File: src/rtl/vexp_pkg.sv
package vexp_pkg;
  localparam int VLEN_CODE_W = 2;

  typedef enum logic [VLEN_CODE_W-1:0] {
    LEN_SHORT = 2'd0,
    LEN_MID   = 2'd1,
    LEN_FULL  = 2'd2,
    LEN_FULL2 = 2'd3
  } len_code_e;
endpackage

File: src/rtl/vexp_lane_sel.sv
module vexp_lane_sel #(
  parameter int LANES = 8
) (
  input  logic [LANES-1:0]                    mask,
  input  logic                                mask_en,
  input  logic [vexp_pkg::VLEN_CODE_W-1:0]    vlen,
  output logic [LANES-1:0]                    active,
  output logic [LANES-1:0]                    sel
);
  import vexp_pkg::*;
  localparam int CNT_W = $clog2(LANES + 1);

  logic [CNT_W-1:0] n_act;

  always_comb begin
    case (len_code_e'(vlen))
      LEN_SHORT: n_act = CNT_W'(LANES / 4);
      LEN_MID:   n_act = CNT_W'(LANES / 2);
      default:   n_act = CNT_W'(LANES);
    endcase
  end

  for (genvar j = 0; j < LANES; j++) begin : g_act
    assign active[j] = (CNT_W'(j) < n_act);
  end

  assign sel = active & (mask_en ? mask : {LANES{1'b1}});
endmodule

File: src/rtl/vexp_scatter.sv
module vexp_scatter #(
  parameter int LANE_W = 64,
  parameter int LANES  = 8
) (
  input  logic [LANE_W*LANES-1:0] src,
  input  logic [LANE_W*LANES-1:0] old_dst,
  input  logic [LANES-1:0]        active,
  input  logic [LANES-1:0]        sel,
  input  logic                    zero_mode,
  output logic [LANE_W*LANES-1:0] dst
);
  localparam int IDX_W = (LANES > 1) ? $clog2(LANES) : 1;

  for (genvar j = 0; j < LANES; j++) begin : g_lane
    logic [IDX_W-1:0] idx;

    always_comb begin
      idx = '0;
      for (int b = 0; b < j; b++) begin
        idx = idx + IDX_W'(sel[b]);
      end
    end

    always_comb begin
      if (!active[j])
        dst[j*LANE_W +: LANE_W] = '0;
      else if (sel[j])
        dst[j*LANE_W +: LANE_W] = src[idx*LANE_W +: LANE_W];
      else if (zero_mode)
        dst[j*LANE_W +: LANE_W] = '0;
      else
        dst[j*LANE_W +: LANE_W] = old_dst[j*LANE_W +: LANE_W];
    end
  end
endmodule

File: src/rtl/vexp_unit.sv
module vexp_unit #(
  parameter int LANE_W = 64,
  parameter int LANES  = 8,
  parameter int RSV_W  = 4
) (
  input  logic                            clk,
  input  logic                            rst,
  input  logic                            in_valid,
  output logic                            in_ready,
  input  logic [LANE_W*LANES-1:0]         src,
  input  logic [LANE_W*LANES-1:0]         old_dst,
  input  logic [LANES-1:0]                lane_mask,
  input  logic                            mask_en,
  input  logic                            zero_mode,
  input  logic [vexp_pkg::VLEN_CODE_W-1:0] vlen,
  input  logic [RSV_W-1:0]                rsv_field,
  output logic                            out_valid,
  input  logic                            out_ready,
  output logic [LANE_W*LANES-1:0]         out_dst,
  output logic                            out_fault
);
  localparam int VEC_W = LANE_W * LANES;

  logic [LANES-1:0] active, sel;
  logic [VEC_W-1:0] next_dst;
  logic             accept, rsv_ok;

  vexp_lane_sel #(.LANES(LANES)) u_sel (
    .mask(lane_mask), .mask_en(mask_en), .vlen(vlen),
    .active(active), .sel(sel)
  );

  vexp_scatter #(.LANE_W(LANE_W), .LANES(LANES)) u_scat (
    .src(src), .old_dst(old_dst), .active(active), .sel(sel),
    .zero_mode(zero_mode), .dst(next_dst)
  );

  assign in_ready = !out_valid || out_ready;
  assign accept   = in_valid && in_ready;
  assign rsv_ok   = (rsv_field == {RSV_W{1'b1}});

  always_ff @(posedge clk) begin
    if (rst) begin
      out_valid <= 1'b0;
      out_fault <= 1'b0;
      out_dst   <= '0;
    end else if (accept) begin
      out_valid <= 1'b1;
      out_fault <= !rsv_ok;
      if (rsv_ok) out_dst <= next_dst;
    end else if (out_ready) begin
      out_valid <= 1'b0;
    end
  end

  assert_reset_clear_R9: assert property (@(posedge clk)
    rst |=> (!out_valid && !out_fault && out_dst == '0));

  assert_accept_valid_R8: assert property (@(posedge clk) disable iff (rst)
    accept |=> out_valid);

  assert_hold_stable_R8: assert property (@(posedge clk) disable iff (rst)
    (out_valid && !out_ready) |=> (out_valid && $stable(out_dst) && $stable(out_fault)));

  assert_fault_no_write_R6: assert property (@(posedge clk) disable iff (rst)
    (accept && !rsv_ok) |=> (out_fault && $stable(out_dst)));

  assert_short_upper_zero_R5: assert property (@(posedge clk) disable iff (rst)
    (accept && rsv_ok && vlen == 2'd0) |=> (out_dst[VEC_W-1:2*LANE_W] == '0));

  assert_nomask_copy_R3: assert property (@(posedge clk) disable iff (rst)
    (accept && rsv_ok && !mask_en && vlen[1]) |=> (out_dst == $past(src)));
endmodule

File: config.mk
export PLATFORM = sky130hd
export DESIGN_NAME = vexp_unit
export DESIGN_NICKNAME = d
export VERILOG_FILES = /design/src/rtl/vexp_pkg.sv /design/src/rtl/vexp_lane_sel.sv /design/src/rtl/vexp_scatter.sv /design/src/rtl/vexp_unit.sv
export SDC_FILE = /design/constraint.sdc
export NUM_CORES = 2
export LEC_CHECK = 0
export ABC_AREA = 1
export BUFFER_PORTS_ARGS = -buffer_cell sky130_fd_sc_hd__buf_2
export CAP_MARGIN = 10
export CORE_AREA = 5 5 607 609
export DETAILED_ROUTE_END_ITERATION = 7
export DIE_AREA = 0 0 612 614
export MAX_ROUTING_LAYER = met4
export REMOVE_ABC_BUFFERS = 1
export SYNTH_ARGS = -nofsm -noshare
export SYNTH_HDL_FRONTEND = slang
export SYNTH_SLANG_ARGS = --single-unit
File: constraint.sdc
create_clock -name clk -period 4 [get_ports clk]
set_clock_uncertainty 0.1 [all_clocks]
set_input_delay 0.2 -clock clk [delete_from_list [all_inputs] [get_ports clk]]
set_output_delay 0.2 -clock clk [all_outputs]
set_load 0.05 [all_outputs]
==> impl_metrics.tcl <==
set metrics [dict create \
    yosys_register_bits 514 \
    synth_area_leaders "dfxtp_1 (22%), nand2_1 (17%), a21oi_1 (15%), o21ai_0 (13%), nand3_1 (11%)" \
    internal_power_mw 17.8 \
    slew_viol_final 0 \
    setup_violations 0 \
    core_um2 362000 \
    postLayoutCellArea_um2 75400 \
    netlist_area_um2 46100 \
    relSlewSlack_pct 15.0 \
    layout.nets 11800 \
    synth_cell_types 29 \
    path_cells "buf_2, inv_4, nor2_4, nand2_4, nand2_4, inv_1, ha_4, ha_4, fa_4, ha_4, ha_4, ha_4, buf_12, buf_12, nand2_1, nor2_1, a21oi_1, nand3_1, nand3_1, nand2_1, nand2_1, dlygate4sd3_1" \
    grt_overflow 0 \
    drive_gt1_share_pct 20.1 \
    power_mw 36.0 \
    cts_tree "yes" \
    dr.pass1.iters 8 \
    crit_arrival_ns 4.48 \
    path_clk_slew_ns 0.06 \
    ir_drop_uv 469 \
    dpl.hpwl_mm 378 \
    vias_per_cell 4.89 \
    first_global_vias 69100 \
    area_growth_pct 63.5 \
    p_seq_share_pct 14.6 \
    final_antenna_net_count 0 \
    leakage_nw 33.5 \
    endpoint_kind "register" \
    switching_power_mw 18.3 \
    max_freq_mhz 254 \
    p_sw_share_pct 50.7 \
    stdcell_count 15800 \
    cp_max_fo 31 \
    cts-root-buf "clkbuf_16" \
    hold_viol 0 \
    rsz0062_at_grt "false" \
    htree_levels 3 \
    cp_slowest_stage_delay_ns 0.84 \
    drt_iter0_markers 12000 \
    wirelength_mm 488 \
    cap_violations 0 \
    dp.cells 14400 \
    synth_top_area_share_pct 22.3 \
    grt_max_degree 214 \
    p_per_area_nw_per_um2 478 \
    dieArea_um2 376000 \
    gp_congestion 0.965 \
    cts_sinks 514 \
    period_minus_slack_ns 3.94 \
    clk_path_buf_depth 4 \
    setup-tns-final_ns 0 \
    grt_pass1_wl_mm 629 \
    violations "design-rule violations" \
    antenna_found_initial 353 \
    crit_path_frequent_cell "ha_4" \
    min_period_over_period_pct 98.6 \
    synthCells 8398 \
    cp-start-kind "primary input" \
    row_count 221 \
    wl_per_cell_um 30.8 \
    io_buffers 1558 \
    vias 77400 \
    crit_type "in2reg" \
    track_usage_pct 25.0 \
    pwr-share-clk_pct 21.2 \
    tightest_slew_ns 1.27 \
    start_util_pct 12.7 \
    pin_count 1559 \
    num-fill-cells 41000 \
    synth_area_per_cell_um2 5.49 \
    cts_buffers 80 \
    post-route-util_pct 20.8 \
    yosysTopAreaCell "dfxtp_1" \
    drc 1 \
    clkLatencyLatePin_ns 0.75 \
    ys_warn_count 0 \
    cp_slowest_cell "fa_4" \
    status "finished, violations left" \
    dpl_cell_area_um2 61400 \
    yosysSeqAreaShare_pct 22.3 \
    crit_required_ns 4.53 \
    dieWidth_um 612 \
    pwr-share-comb_pct 64.2 \
    die_height_um 614 \
    hold_class "in2reg" \
]
==> final timing paths <==
path | startpoint | to | slack (ns) | cells past startpoint
min | src[292] | out_dst[420] | 0.06 | 9
max reg2reg | out_valid | out_dst[319] | 1.01 | 11
min reg2reg | out_dst[437] | out_dst[437] | 0.35 | 2
max | mask_en | out_dst[510] | 0.06 | 22
==> stage by stage <==
step | setup slack [ns] | hold WS (ns)
global route | 0.00378 | 0.0656
detailed placement | -0.405 | 0.328
floorplan | -37.27 | 0.169
CTS | 0.00992 | 0.00114
global placement | -0.429 | 0.328
finish | 0.0576 | 0.0634
==> what timing repair did <==
action | 4_1_cts | 5_1_grt
hold buffers | 1068 | 0
endpoints found under the hold margin | 514 | 0
endpoints found under the setup margin | 0 | 70
setup buffers | 0 | 1
gates resized for setup | 0 | 3
==> cells in the mapped netlist (all sizes together) <==
master / count
nor2: 669
o211ai: 118
nand3: 995
a21oi: 1384
o22ai: 54
nand2: 2132
o221ai: 64
ha: 10
o21ai: 1294
inv: 353
clkinv: 1
fa: 1
nor3: 7
buf: 394
clkbuf: 408
dfxtp: 514
==> power groups by stage <==
stage               sequential [mW]  clock (mW)  combinational [mW]
CTS                            5.24        7.78                22.5
floorplan                      5.59           0                11.3
finish                         5.24        7.64                23.1
detailed placement             5.35           0                21.4
global route                   5.25        7.90                24.7
global placement               5.35           0                21.3
==> area by class of cell <==
type,count,area (um^2),share of cell area [%]
multi-input cells,6728,31200,41.4
diodes,251,628,0.833
clock inverters,37,450,0.598
repair buffers,3046,23200,30.7
clock buffers,101,2190,2.91
well taps,4794,6000,7.96
inverters,354,1440,1.91
flip-flops and latches,514,10300,13.7
==> layer usage <==
layer	global-route usage [%]	vias up	wire (um)
met5	-	-	0
met2	37.1	6403	206000
met4	13.4	0	34400
met3	11.6	1594	70300
li1	-	33500	-
met1	27.9	35900	177000
==> sequential cells by signal, indices dropped and copies added, names as in the netlist <==
name and flops:
out_fault 1, out_dst 512, out_valid 1
==> kinds of logic (layout without fill, tap and decap cells) <==
group                      after synthesis  in the layout  share of synthesized area [%]
and+or+nand+nor                       3803           3803                           33.8
AOI/OAI and AO/OA                     2914           2914                           33.0
buffers and inverters                 1156           3538                           10.6
DFF                                    514            514                           22.3
adders and majority gates               11             11                          0.315
other                                    0            251                              0
==> layout by cell type (no fill, tap or decap), types with 2 or more instances in the layout <==
master	instances
nor3_1	7
nor2_4	12
inv_4	6
buf_12	118
diode_2	251
nand2_1	2121
clkbuf_1	12
inv_1	331
o21ai_1	75
nand3_4	2
o22ai_1	54
nand3_2	3
buf_4	300
nand3_1	990
clkbuf_8	7
nand2_8	3
inv_6	16
clkinvlp_4	6
buf_2	1558
ha_4	9
clkinv_4	8
bufinv_16	7
a21oi_1	1383
inv_8	8
dlygate4sd3_1	1068
o211ai_1	118
o21ai_0	1219
clkinv_2	6
dfxtp_1	514
clkbuf_16	83
nand2_4	7
inv_2	2
o221ai_1	64
nor2_1	657
==> critical path, delay by kind of cell <==
| family | cells | cell delay, ns |
|---|---|---|
| fa+ha+maj | 6 | 2.07 |
| buf+inv | 6 | 1.30 |
| compound gates | 1 | 0.05 |
| simple gates | 9 | 0.78 |
No activity file was read; power rests on OpenSTA's default activity.
